--- src/rtl/qlf_pkg.sv ---
package qlf_pkg;
  // bus port / register select
  localparam logic [2:0] ADDR_TX_WORD = 3'd0;
  localparam logic [2:0] ADDR_TX_BYTE = 3'd1;
  localparam logic [2:0] ADDR_RX_WORD = 3'd2;
  localparam logic [2:0] ADDR_RX_BYTE = 3'd3;
  localparam logic [2:0] ADDR_STATUS  = 3'd4;
  localparam logic [2:0] ADDR_ENABLE  = 3'd5;
  localparam logic [2:0] ADDR_CLEAR   = 3'd6;

  // status bit positions (decoded by software, so fixed)
  localparam int BIT_TX_TRIG  = 0;
  localparam int BIT_TX_EMPTY = 1;
  localparam int BIT_TX_HALF  = 2;
  localparam int BIT_TX_FULL  = 3;
  localparam int BIT_RX_TRIG  = 5;
  localparam int BIT_RX_WORD  = 6;
  localparam int BIT_RX_HALF  = 7;
  localparam int BIT_RX_FULL  = 8;
  localparam int BIT_DONE     = 9;
  localparam int BIT_RX_BYTE  = 11;
  localparam int BIT_ILLEGAL  = 12;

  localparam logic [31:0] STATUS_MASK = 32'h0000_1BEF;
  localparam logic [31:0] ENABLE_RST  = 32'h0000_1000;
endpackage

--- src/rtl/qlf_lane_fifo.sv ---
module qlf_lane_fifo #(
  parameter int DW    = 8,
  parameter int DEPTH = 16
) (
  input  logic                         clk,
  input  logic                         rst_n,
  input  logic                         push_i,
  input  logic [DW-1:0]                wdata_i,
  input  logic                         pop_i,
  output logic [DW-1:0]                head_o,
  output logic [$clog2(DEPTH+1)-1:0]   count_o
);
  localparam int AW = (DEPTH > 1) ? $clog2(DEPTH) : 1;
  localparam int CW = $clog2(DEPTH + 1);

  logic [DW-1:0] mem [DEPTH];
  logic [AW-1:0] rd_q, rd_d, wr_q, wr_d;
  logic [CW-1:0] cnt_q, cnt_d;

  always_comb begin
    rd_d  = rd_q;
    wr_d  = wr_q;
    cnt_d = cnt_q;
    if (push_i) wr_d = (wr_q == AW'(DEPTH - 1)) ? '0 : wr_q + 1'b1;
    if (pop_i)  rd_d = (rd_q == AW'(DEPTH - 1)) ? '0 : rd_q + 1'b1;
    case ({push_i, pop_i})
      2'b10:   cnt_d = cnt_q + 1'b1;
      2'b01:   cnt_d = cnt_q - 1'b1;
      default: cnt_d = cnt_q;
    endcase
  end

  always_ff @(posedge clk or negedge rst_n) begin
    if (!rst_n) begin
      rd_q  <= '0;
      wr_q  <= '0;
      cnt_q <= '0;
    end else begin
      rd_q  <= rd_d;
      wr_q  <= wr_d;
      cnt_q <= cnt_d;
    end
  end

  always_ff @(posedge clk) begin
    if (push_i) mem[wr_q] <= wdata_i;
  end

  assign head_o  = mem[rd_q];
  assign count_o = cnt_q;


  no_overflow_chk: assert property (@(posedge clk) disable iff (!rst_n)
    push_i |-> (cnt_q < CW'(DEPTH)));


  no_underflow_chk: assert property (@(posedge clk) disable iff (!rst_n)
    pop_i |-> (cnt_q != '0));
endmodule

--- src/rtl/qlf_lane_bank.sv ---
module qlf_lane_bank #(
  parameter int LANES = 4,
  parameter int DEPTH = 16
) (
  input  logic                               clk,
  input  logic                               rst_n,
  input  logic                               wide_i,
  input  logic                               push_all_i,
  input  logic [LANES*8-1:0]                 wdata_i,
  input  logic                               push_one_i,
  input  logic [((LANES>1)?$clog2(LANES):1)-1:0] push_lane_i,
  input  logic [7:0]                         byte_i,
  input  logic                               pop_all_i,
  input  logic                               pop_one_i,
  input  logic [((LANES>1)?$clog2(LANES):1)-1:0] pop_lane_i,
  output logic [LANES*8-1:0]                 head_o,
  output logic [LANES-1:0]                   lane_full_o,
  output logic [LANES-1:0]                   lane_empty_o,
  output logic [$clog2(DEPTH+1)-1:0]         cnt0_o,
  output logic                               full_o,
  output logic                               half_o
);
  localparam int CW = $clog2(DEPTH + 1);
  localparam int TW = $clog2(LANES * DEPTH + 1);

  logic [CW-1:0] cnt [LANES];
  logic [TW-1:0] total;

  for (genvar l = 0; l < LANES; l++) begin : g_lane
    logic push_l, pop_l;
    assign push_l = push_all_i | (push_one_i && (push_lane_i == l));
    assign pop_l  = pop_all_i  | (pop_one_i  && (pop_lane_i  == l));

    qlf_lane_fifo #(.DW(8), .DEPTH(DEPTH)) u_fifo (
      .clk     (clk),
      .rst_n   (rst_n),
      .push_i  (push_l),
      .wdata_i (push_all_i ? wdata_i[l*8 +: 8] : byte_i),
      .pop_i   (pop_l),
      .head_o  (head_o[l*8 +: 8]),
      .count_o (cnt[l])
    );

    assign lane_full_o[l]  = (cnt[l] == CW'(DEPTH));
    assign lane_empty_o[l] = (cnt[l] == '0);
  end

  always_comb begin
    total = '0;
    for (int l = 0; l < LANES; l++) total = total + TW'(cnt[l]);
  end

  assign cnt0_o = cnt[0];
  assign full_o = wide_i ? (|lane_full_o) : lane_full_o[0];
  assign half_o = wide_i ? (total >= TW'(LANES * DEPTH / 2))
                         : (cnt[0] >= CW'(DEPTH / 2));
endmodule

--- src/rtl/qlf_lane_cursor.sv ---
module qlf_lane_cursor #(
  parameter int LANES = 4
) (
  input  logic                                   clk,
  input  logic                                   rst_n,
  input  logic                                   wide_i,
  input  logic                                   step_i,
  output logic [((LANES>1)?$clog2(LANES):1)-1:0] lane_o
);
  localparam int LW = (LANES > 1) ? $clog2(LANES) : 1;

  logic [LW-1:0] lane_q, lane_d;

  always_comb begin
    lane_d = lane_q;
    if (!wide_i)     lane_d = '0;
    else if (step_i) lane_d = (lane_q == LW'(LANES - 1)) ? '0 : lane_q + 1'b1;
  end

  always_ff @(posedge clk or negedge rst_n) begin
    if (!rst_n) lane_q <= '0;
    else        lane_q <= lane_d;
  end

  assign lane_o = lane_q;


  lane_order_chk: assert property (@(posedge clk) disable iff (!rst_n)
    (wide_i && step_i && lane_q != LW'(LANES - 1)) |=> (lane_q == $past(lane_q) + 1'b1));
endmodule

--- src/rtl/qlf_status_regs.sv ---
module qlf_status_regs #(
  parameter int          W      = 32,
  parameter logic [W-1:0] MASK  = '1,
  parameter logic [W-1:0] EN_RST = '0
) (
  input  logic         clk,
  input  logic         rst_n,
  input  logic [W-1:0] set_i,
  input  logic         clr_we_i,
  input  logic         en_we_i,
  input  logic [W-1:0] wdata_i,
  output logic [W-1:0] status_o,
  output logic [W-1:0] enable_o,
  output logic         irq_o
);
  logic [W-1:0] st_q, st_d, en_q, en_d, clr;

  always_comb begin
    clr  = clr_we_i ? wdata_i : '0;
    st_d = ((st_q & ~clr) | set_i) & MASK;
    en_d = en_we_i ? (wdata_i & MASK) : en_q;
  end

  always_ff @(posedge clk or negedge rst_n) begin
    if (!rst_n) begin
      st_q <= '0;
      en_q <= EN_RST;
    end else begin
      st_q <= st_d;
      en_q <= en_d;
    end
  end

  assign status_o = st_q;
  assign enable_o = en_q;
  assign irq_o    = |(st_q & en_q);


  sticky_hold_chk: assert property (@(posedge clk) disable iff (!rst_n)
    1'b1 |=> ((st_q & $past(st_q & ~clr)) == $past(st_q & ~clr)));
endmodule

--- src/rtl/quad_lane_fifo.sv ---
module quad_lane_fifo #(
  parameter int LANES   = 4,
  parameter int DEPTH   = 16,
  parameter int TX_TRIG = 4,
  parameter int RX_TRIG = 4
) (
  input  logic        clk,
  input  logic        rst_n,
  input  logic        wide_mode,
  input  logic        bus_req,
  input  logic        bus_we,
  input  logic [2:0]  bus_addr,
  input  logic [31:0] bus_wdata,
  output logic [31:0] bus_rdata,
  output logic        tx_ser_valid,
  input  logic        tx_ser_pop,
  output logic [7:0]  tx_ser_data,
  output logic        rx_ser_ready,
  input  logic        rx_ser_push,
  input  logic [7:0]  rx_ser_data,
  input  logic        xfer_done,
  output logic        irq
);
  import qlf_pkg::*;

  localparam int BUS_W = LANES * 8;
  localparam int LW    = (LANES > 1) ? $clog2(LANES) : 1;
  localparam int CW    = $clog2(DEPTH + 1);

  logic             rd, wr;
  logic             tx_push_all, tx_push_one, tx_pop_one;
  logic             rx_push_one, rx_pop_all, rx_pop_one;
  logic             illegal, en_we, clr_we;
  logic [LW-1:0]    tx_cur, rx_cur;
  logic [BUS_W-1:0] tx_head, rx_head;
  logic [LANES-1:0] tx_lfull, tx_lempty, rx_lfull, rx_lempty;
  logic [CW-1:0]    tx_cnt0, rx_cnt0;
  logic             tx_full, tx_half, rx_full, rx_half, tx_empty;
  logic             tx_room, rx_avail;
  logic [31:0]      status, enable, set_vec;

  assign rd = bus_req & ~bus_we;
  assign wr = bus_req &  bus_we;

  assign tx_room  = ~|tx_lfull;
  assign rx_avail = ~|rx_lempty;
  assign tx_empty = wide_mode ? (&tx_lempty) : tx_lempty[0];

  // serial side
  assign tx_ser_valid = ~tx_lempty[tx_cur];
  assign tx_ser_data  = tx_head[tx_cur*8 +: 8];
  assign tx_pop_one   = tx_ser_pop & tx_ser_valid;
  assign rx_ser_ready = ~rx_lfull[rx_cur];
  assign rx_push_one  = rx_ser_push & rx_ser_ready;

  // bus decode
  always_comb begin
    tx_push_all = 1'b0;
    tx_push_one = 1'b0;
    rx_pop_all  = 1'b0;
    rx_pop_one  = 1'b0;
    en_we       = 1'b0;
    clr_we      = 1'b0;
    illegal     = 1'b0;
    bus_rdata   = '0;
    if (bus_req) begin
      case (bus_addr)
        ADDR_TX_WORD: begin
          if (wr && tx_room) tx_push_all = 1'b1;
          else               illegal     = 1'b1;
        end
        ADDR_TX_BYTE: begin
          if (wr && !tx_lfull[0]) tx_push_one = 1'b1;
          else                    illegal     = 1'b1;
        end
        ADDR_RX_WORD: begin
          if (rd && rx_avail) begin
            rx_pop_all = 1'b1;
            bus_rdata  = 32'(rx_head);
          end else illegal = 1'b1;
        end
        ADDR_RX_BYTE: begin
          if (rd && !rx_lempty[0]) begin
            rx_pop_one = 1'b1;
            bus_rdata  = {24'h0, rx_head[7:0]};
          end else illegal = 1'b1;
        end
        ADDR_STATUS: begin
          if (rd) bus_rdata = status;
          else    illegal   = 1'b1;
        end
        ADDR_ENABLE: begin
          if (rd) bus_rdata = enable;
          else    en_we     = 1'b1;
        end
        ADDR_CLEAR: begin
          if (wr) clr_we = 1'b1;
        end
        default: illegal = 1'b1;
      endcase
    end
  end

  // status conditions
  always_comb begin
    set_vec               = '0;
    set_vec[BIT_TX_TRIG]  = (tx_cnt0 <= CW'(TX_TRIG));
    set_vec[BIT_TX_EMPTY] = tx_empty;
    set_vec[BIT_TX_HALF]  = tx_half;
    set_vec[BIT_TX_FULL]  = tx_full;
    set_vec[BIT_RX_TRIG]  = (rx_cnt0 >= CW'(RX_TRIG));
    set_vec[BIT_RX_WORD]  = rx_avail;
    set_vec[BIT_RX_HALF]  = rx_half;
    set_vec[BIT_RX_FULL]  = rx_full;
    set_vec[BIT_DONE]     = xfer_done;
    set_vec[BIT_RX_BYTE]  = ~rx_lempty[0];
    set_vec[BIT_ILLEGAL]  = illegal;
  end

  qlf_lane_cursor #(.LANES(LANES)) u_tx_cur (
    .clk (clk), .rst_n (rst_n), .wide_i (wide_mode),
    .step_i (tx_pop_one), .lane_o (tx_cur)
  );

  qlf_lane_cursor #(.LANES(LANES)) u_rx_cur (
    .clk (clk), .rst_n (rst_n), .wide_i (wide_mode),
    .step_i (rx_push_one), .lane_o (rx_cur)
  );

  qlf_lane_bank #(.LANES(LANES), .DEPTH(DEPTH)) u_tx_bank (
    .clk          (clk),
    .rst_n        (rst_n),
    .wide_i       (wide_mode),
    .push_all_i   (tx_push_all),
    .wdata_i      (bus_wdata[BUS_W-1:0]),
    .push_one_i   (tx_push_one),
    .push_lane_i  ('0),
    .byte_i       (bus_wdata[7:0]),
    .pop_all_i    (1'b0),
    .pop_one_i    (tx_pop_one),
    .pop_lane_i   (tx_cur),
    .head_o       (tx_head),
    .lane_full_o  (tx_lfull),
    .lane_empty_o (tx_lempty),
    .cnt0_o       (tx_cnt0),
    .full_o       (tx_full),
    .half_o       (tx_half)
  );

  qlf_lane_bank #(.LANES(LANES), .DEPTH(DEPTH)) u_rx_bank (
    .clk          (clk),
    .rst_n        (rst_n),
    .wide_i       (wide_mode),
    .push_all_i   (1'b0),
    .wdata_i      ('0),
    .push_one_i   (rx_push_one),
    .push_lane_i  (rx_cur),
    .byte_i       (rx_ser_data),
    .pop_all_i    (rx_pop_all),
    .pop_one_i    (rx_pop_one),
    .pop_lane_i   ('0),
    .head_o       (rx_head),
    .lane_full_o  (rx_lfull),
    .lane_empty_o (rx_lempty),
    .cnt0_o       (rx_cnt0),
    .full_o       (rx_full),
    .half_o       (rx_half)
  );

  qlf_status_regs #(.W(32), .MASK(STATUS_MASK), .EN_RST(ENABLE_RST)) u_status (
    .clk      (clk),
    .rst_n    (rst_n),
    .set_i    (set_vec),
    .clr_we_i (clr_we),
    .en_we_i  (en_we),
    .wdata_i  (bus_wdata),
    .status_o (status),
    .enable_o (enable),
    .irq_o    (irq)
  );


  illegal_flag_chk: assert property (@(posedge clk) disable iff (!rst_n)
    illegal |=> status[BIT_ILLEGAL]);


  done_flag_chk: assert property (@(posedge clk) disable iff (!rst_n)
    xfer_done |=> status[BIT_DONE]);


  refused_write_chk: assert property (@(posedge clk) disable iff (!rst_n)
    (wr && bus_addr == ADDR_TX_WORD && !tx_room) |-> !tx_push_all);
endmodule

--- config.mk ---
export PLATFORM = sky130hd
export DESIGN_NAME = quad_lane_fifo
export DESIGN_NICKNAME = d
export VERILOG_FILES = /design/src/rtl/qlf_pkg.sv /design/src/rtl/qlf_lane_fifo.sv /design/src/rtl/qlf_lane_bank.sv /design/src/rtl/qlf_lane_cursor.sv /design/src/rtl/qlf_status_regs.sv /design/src/rtl/quad_lane_fifo.sv
export SDC_FILE = /design/constraint.sdc
export NUM_CORES = 2
export LEC_CHECK = 0
export BUFFER_PORTS_ARGS = -buffer_cell sky130_fd_sc_hd__buf_2
export CAP_MARGIN = 0
export CORE_AREA = 2 2 358 360
export CTS_CLUSTER_DIAMETER = 30
export DETAILED_ROUTE_END_ITERATION = 7
export DIE_AREA = 0 0 360 362
export PLACE_DENSITY = 0.58
export SLEW_MARGIN = 30
export SYNTH_ARGS = -nofsm -noshare
export SYNTH_HDL_FRONTEND = slang
export SYNTH_HIERARCHICAL = 1
export SYNTH_SLANG_ARGS = --single-unit
--- constraint.sdc ---
create_clock -name clk -period 6 [get_ports clk]
set_input_delay 0.6 -clock clk [delete_from_list [all_inputs] [get_ports clk]]
set_output_delay 0.6 -clock clk [all_outputs]
set_load 0.01 [all_outputs]
; Word level (Yosys, flattened, before mapping)
; Memory sizes are Yosys's and may differ from the RTL's.
; Cells that the tools add are included.
[word_totals]
register_bits = 130
latch_bits = 0
mem_bits_rw = 1024
mem_bits_ro = 0
inputBits = 51
word_cells = 279
memories = 8
[memory_table]
columns = memory, words, word_bits, rd, rd_ports_with_merged_regs, write_ports, line
row1 = u_rx_bank.g_lane[0].u_fifo.mem, 16, 8, 1, 0, 1, qlf_lane_fifo.sv:16  ; logic [DW-1:0] mem [DEPTH];
row2 = u_rx_bank.g_lane[1].u_fifo.mem, 16, 8, 1, 0, 1, qlf_lane_fifo.sv:16
row3 = u_rx_bank.g_lane[2].u_fifo.mem, 16, 8, 1, 0, 1, qlf_lane_fifo.sv:16
row4 = u_rx_bank.g_lane[3].u_fifo.mem, 16, 8, 1, 0, 1, qlf_lane_fifo.sv:16
row5 = u_tx_bank.g_lane[0].u_fifo.mem, 16, 8, 1, 0, 1, qlf_lane_fifo.sv:16
row6 = u_tx_bank.g_lane[1].u_fifo.mem, 16, 8, 1, 0, 1, qlf_lane_fifo.sv:16
row7 = +2 memories, -, -, -, -, -, -
[op_classes]
n_addsub = 40
n_mul = 0
div = 0
n_lt_le_gt_ge = 8
n_eq_ne = 54
shifts = 1
mux = 85
bitwise_logic = 14
reduce_logical = 41
[ops]
columns = operator, count
row1 = 32-bit one-hot mux with 4 select lines, 1
row2 = 5-bit one-hot mux with 2 select lines, 8
row3 = 4-bit by 1-bit adder with 4-bit output (second input constant), 16
row4 = 4-bit equality test (second input constant), 16
row5 = 32-bit two-way mux, 2
row6 = 4-bit two-way mux, 16
row7 = 1-bit two-way mux, 42
row8 = 5-bit by 1-bit adder with 5-bit output (second input constant), 8
row9 = 5-bit equality test (second input constant), 8
row10 = 5-bit zero test, 8
row11 = 5-bit by 1-bit subtractor with 5-bit output (second input constant), 8
row12 = 13-bit two-way mux, 3
row13 = 8-bit two-way mux, 4
row14 = 32-bit OR reduction, 1
row15 = 32-bit by 6-bit variable part select with 8-bit output, 1
row16 = 7-bit by 5-bit adder with 7-bit output, 4
row17 = 13-bit bitwise AND, 2
row18 = 2-bit equality test (second input constant), 12
row19 = 2-bit by 1-bit equality test with 1-bit output (second input constant), 10
row20 = 2-bit nonzero test, 8
row21 = 7-bit by 6-bit greater-or-equal comparator with 1-bit output (second input constant), 2
row22 = 13-bit NOT, 1
row23 = 13-bit bitwise OR, 1
row24 = 5-bit by 5-bit adder with 6-bit output, 2
row25 = 22 further kinds, 59

; Logic depth before layout (Yosys ltp)
[logic_depth]
depth_word = 10
mapped_depth = 17
depth_no_buf = 14

; Hierarchy
; The synthesis kept the hierarchy.
[modules_own_cells]
columns = module, n_inst, cells_per_inst, area_each_um2, seq_area_each_um2
row1 = qlf_lane_fifo at u_tx_bank.g_lane[0].u_fifo ..., 4, 300, 5738.0, 4169.0
row2 = qlf_lane_fifo at u_rx_bank.g_lane[1].u_fifo ..., 3, 298, 5755.5, 4169.0
row3 = qlf_lane_fifo at u_rx_bank.g_lane[0].u_fifo, 1, 299, 5758.0, 4169.0
row4 = qlf_lane_bank, 2, 138, 847.1, 0.0
row5 = qlf_status_regs, 1, 107, 1187.4, 551.8
row6 = quad_lane_fifo, 1, 130, 1104.8, 0.0
row7 = qlf_lane_cursor, 2, 8, 88.8, 50.0

; Worst setup path before layout
; Ideal clock, no wire load.
[synth_timing]
path_kind = input-to-reg
from = input port bus_addr[1]
to = register u_tx_bank.g_lane[0].u_fifo.cnt_q[2]
setup_time_ps = 132
arrival_time_ps = 3468
required_time_ps = 5868
path_slack_ps = 2400
stages = 16
n_path_buf = 4
cell_sequence = clkbuf_2 nand4bb_1 nor4_1 nor3b_1 buf_2 a31o_2 clkbuf_1 inv_1 ha_1 buf_2 xor2_1 ha_1 a21oi_1 xor2_1 nor2_1 xor2_1
[synth_via]
elab_chain_cells = 6
word_cells_on_any_way = 11
cone_classes = eq/ne (3) / mux (5) / bitwise (1) / reduce/logical (2)
[synth_lines]
columns = element, line
row1 = from (decl), quad_lane_fifo.sv:12  ; input logic [2:0] bus_addr,
row2 = 3-bit zero test *, quad_lane_fifo.sv:67  ; case (bus_addr)
row3 = 1-bit two-way mux *, quad_lane_fifo.sv:67
row4 = 1-bit two-way mux *, quad_lane_fifo.sv:66  ; if (bus_req) begin
row5 = net tx_push_all, quad_lane_fifo.sv:31  ; logic tx_push_all, tx_push_one, tx_pop_one;
row6 = 1-bit bitwise OR *, qlf_lane_bank.sv:31  ; assign push_l = push_all_i | (push_one_i && (push_lane_i == l));
row7 = net u_tx_bank.g_lane[0].push_l, qlf_lane_bank.sv:30  ; logic push_l, pop_l;
row8 = 2-bit by 1-bit equality test with 1-bit output or 2-bit equality test (tied branches), qlf_lane_fifo.sv:26  ; case ({push_i, pop_i})
row9 = 5-bit one-hot mux with 2 select lines or 2-bit nonzero test (tied branches), -
row10 = to (signal assigned), qlf_lane_fifo.sv:41  ; cnt_q <= cnt_d;
row11 = to (decl), qlf_lane_fifo.sv:18  ; logic [CW-1:0] cnt_q, cnt_d;
; Mark *: on every way through the listed nets, which the timed path passes. The rest lies on a longest branch.
; A chain may end at the register's enable or synchronous reset.

; Worst setup path after layout
[layout_timing]
from = register u_tx_bank.g_lane[2].u_fifo.rd_q[1]
to = output port tx_ser_data[0]
[layout_via]
elab_chain_cells = 2
[layout_lines]
columns = element, line
row1 = from (decl), qlf_lane_fifo.sv:17  ; logic [AW-1:0] rd_q, rd_d, wr_q, wr_d;
row2 = from (signal assigned), qlf_lane_fifo.sv:39  ; rd_q <= rd_d;
row3 = memory read 16 x 8 bit, -
row4 = net tx_head[16], quad_lane_fifo.sv:35  ; logic [BUS_W-1:0] tx_head, rx_head;
row5 = 32-bit by 6-bit variable part select with 8-bit output, quad_lane_fifo.sv:51  ; assign tx_ser_data = tx_head[tx_cur*8 +: 8];
row6 = to (decl), quad_lane_fifo.sv:17  ; output logic [7:0] tx_ser_data,
; The timed path passes the listed nets, and every way through them passes these cells.

==> flow_metrics.tcl <==
set metrics [dict create \
    via_count 27000 \
    setup-tns-final_ns 0 \
    postSynth.asyncResetShare_pct 11.3 \
    startpoint_type "flip-flop" \
    die_area_um2 130000 \
    reg2regPathDepth 14 \
    hp-start "xfer_done" \
    ys_ff_latch 1154 \
    max_freq_mhz 225 \
    fp.dieH_um 362 \
    worst_slew_pin_slew_ns 1.01 \
    setup.worst_path.class "reg -> out" \
    cts_setup_buffers 0 \
    grt_use_total_pct 17.7 \
    routed_wirelength_um 115000 \
    placementRows 131 \
    clock_sinks 1154 \
    htreeDepth 4 \
    synth_top_area_share_pct 61.3 \
    critPathArrivalTime_ns 3.85 \
    vias_per_cell 5.34 \
    grt_pass1_wl_um 172000 \
    cts_resized 0 \
    finClkSkew_ns 0.0512 \
    cp_max_fo 22 \
    final_antenna_net_count 0 \
    timing.final.ws_setup_ns 1.55 \
    cp_cell_sequence "buf_4, mux4_1, a22oi_1, nand2_1, mux4_2, buf_2" \
    place_area_um2 52200 \
    dpl_worst_slack_ns 1.94 \
    ys_seq_area_share_pct 67.8 \
    p_int_w 0.0212 \
    initial_core_util_pct 39.6 \
    synth_top_cell_by_area "edfxtp_1" \
    setup_violations 0 \
    core-area_um2 127000 \
    grt-ovfl-total 0 \
    min_to "u_status/status_o[9]$_DFF_PN0_" \
    root_buffer "clkbuf_16" \
    path_clk_slew_ns 0.05 \
    drive_gt1_share_pct 23.0 \
    dr.pass1.iters 5 \
    ys_warn_count 6 \
    final_area_um2 60400 \
    power_density_nw_per_um2 500 \
    syn_inst 2922 \
    r2r-end "u_rx_bank/g_lane[3].u_fifo/count_o[2]$_DFFE_PN0P_" \
    ctsHoldBuffers 1 \
    grt_pass1_vias 26800 \
    status "finished clean" \
    cpMaxStageDelayCell "dfrtp_2" \
    grt_start_max_net_pins 47 \
    switchingPower_w 0.00897 \
    avgSynthCellArea_um2 17.2 \
    place.gp.congestion 0.826 \
    yosys-top-cells-area "edfxtp_1, mux4_2, dfrtp_1" \
    cap_viol_max_count 0 \
    die_w_um 360 \
    fin_crit_sh_pct 74.1 \
    cts_tree "yes" \
    io_pins 94 \
    max_stage_delay_ns 0.77 \
    clockBufferDepth 3 \
    yosys_most_used_dff "edfxtp_1" \
    whs_path_depth 2 \
    worst_setup_path_end_kind "output port" \
    clkPwrFrac_pct 43.2 \
    min_period_ns 4.45 \
    drc_errors 0 \
    max-vdd-ir-drop_v 0.000346 \
    rsz0062_at_grt "false" \
    synth_area_um2 50100 \
    hp-class "in -> reg" \
    rr_startpoint "u_rx_bank/g_lane[3].u_fifo/count_o[1]$_DFFE_PN0P_" \
    rrSetupSlack_ns 1.88 \
    required_ns 5.40 \
    antenna_found_initial 7 \
    drt_iter0_drc 2648 \
    p_sw_share_pct 29.7 \
    p_leak_nw 21.0 \
    synth-edff-count 1024 \
    clkLatencyLatePin_ns 0.83 \
    finalHoldViolations 0 \
    nNetsFinal 3349 \
    wire_per_inst_um 22.8 \
    slew_headroom_pct 32.6 \
    finalMaxSlewViolations 0 \
    syn_to_final_growth_pct 20.4 \
    combPwrFrac_pct 21.3 \
    io_buffers 93 \
    dp_hpwl_um 75400 \
    power_frac_seq_pct 35.5 \
    numCtsBuffers 224 \
    ys_types 63 \
]
==> registers in the layout (all words and copies together), names as in the netlist, 16 cells and up <==
signal and count:
u_tx_bank/g_lane.u_fifo/mem 512, u_tx_bank/g_lane.u_fifo/rd_q 16, u_rx_bank/g_lane.u_fifo/mem 512, u_tx_bank/g_lane.u_fifo/wr_q 16, u_rx_bank/g_lane.u_fifo/count_o 20, u_rx_bank/g_lane.u_fifo/wr_q 16, u_rx_bank/g_lane.u_fifo/rd_q 16, u_tx_bank/g_lane.u_fifo/count_o 20
==> synthesized netlist by cell type (42+ instances only) <==
library cell and count:
edfxtp_1 1024, nor2_1 112, buf_4 51, ha_1 84, inv_1 60, mux4_2 170, mux4_1 96, a22oi_1 162
clkbuf_1 55, dfrtp_1 129, nand2b_1 58, xor2_1 42, o21ai_0 63, nand2_1 296
==> power by group through the flow <==
stage	combinational [W]	clock (W)	sequential, W
6_report	0.00643	0.0130	0.0107
5_1_grt	0.00705	0.0137	0.0109
3_3_place_gp	0.00641	0	0.0108
3_5_place_dp	0.00645	0	0.0109
4_1_cts	0.00648	0.0133	0.0107
2_1_floorplan	0.00529	0	0.0101
==> layout by cell type (no fill, tap or decap), types with 26 or more instances in the layout <==
cell and n:
buf_4 53, bufinv_16 39, xor2_1 42, mux4_2 170
mux4_1 96, nand3_1 30, o21ai_0 63, nand2_1 296
nand2b_1 57, mux2_2 27, inv_1 60, buf_2 92
nor2_1 106, clkinv_4 28, a21oi_1 34, a22oi_1 162
ha_1 84, clkinvlp_4 31, nor2b_1 35, edfxtp_1 1024
clkbuf_16 224, conb_1 96, clkinv_2 26, o2bb2ai_1 32
dfrtp_1 121, nor3_1 33
==> logic make-up (layout without fill, tap and decap cells) <==
| kind of cell | count (synthesis) | in the layout | share of synthesized area, % |
|---|---|---|---|
| DFF | 1154 | 1154 | 67.8 |
| muxes | 304 | 304 | 13.5 |
| adders and majority gates | 104 | 104 | 2.89 |
| xor gates and xnor gates | 66 | 66 | 1.15 |
| AOI/OAI and AO/OA | 367 | 367 | 5.13 |
| and+or+nand+nor | 670 | 670 | 6.47 |
| other | 2 | 98 | 0.0150 |
| buffers and inverters | 255 | 631 | 3.02 |
==> worst max-delay path: cells and delay by family (launching register included) <==
kind / cells / cell delay (ns)
muxes: 2 / 1.11
DFF: 1 / 0.77
buffers and inverters: 2 / 0.57
AOI/OAI and AO/OA: 1 / 0.39
and+or+nand+nor: 1 / 0.16
==> metal layers <==
layer,share of wire (%),track usage [%]
met1,44,24.6
met2,46,27.2
met3,7.9,4.97
met4,1.7,5.15
met5,0.070,0
==> area by class of cell <==
cell class	count	area, um^2
Clock buffer	249	5720
Timing Repair Buffer	147	880
Tap cell	1662	2080
Clock inverter	175	2370
Antenna cell	2	5.00
Sequential cell	1154	34000
Multi-Input combinational cell	1607	15100
Inverter	60	225
Fill cell	10700	66300
==> per-stage QoR <==
stage	total power (W)	std cells	hold WS, ns	utilization, %
global route	0.0316	5054	0.0832	47.6
global placement	0.0173	4629	0.473	41.2
CTS	0.0305	5054	0.0337	47.6
floorplan	0.0154	3016	0.304	-
detailed placement	0.0173	4629	0.487	41.2
finish	0.0302	5056	0.118	47.6
==> worst max-delay path by stage <==
stage,from,to,slack [ns],depth (start not counted)
finish,u_tx_bank/g_lane[2].u_fifo/rd_q[1]$_DFFE_PN0P_,tx_ser_data[0],1.55,6
global route,u_tx_bank/g_lane[1].u_fifo/rd_q[1]$_DFFE_PN0P_,tx_ser_data[2],1.36,6
CTS,u_tx_bank/g_lane[1].u_fifo/rd_q[1]$_DFFE_PN0P_,tx_ser_data[2],1.44,6
detailed placement,u_rx_bank/g_lane[3].u_fifo/count_o[1]$_DFFE_PN0P_,u_rx_bank/g_lane[3].u_fifo/count_o[2]$_DFFE_PN0P_,1.94,14
global placement,u_rx_bank/g_lane[3].u_fifo/count_o[1]$_DFFE_PN0P_,u_rx_bank/g_lane[3].u_fifo/mem[1][6]$_DFFE_PP_,1.91,8
floorplan,bus_addr[1],u_tx_bank/g_lane[0].u_fifo/count_o[2]$_DFFE_PN0P_,2.40,16
Note: power is estimated with default switching activity, not from simulation.
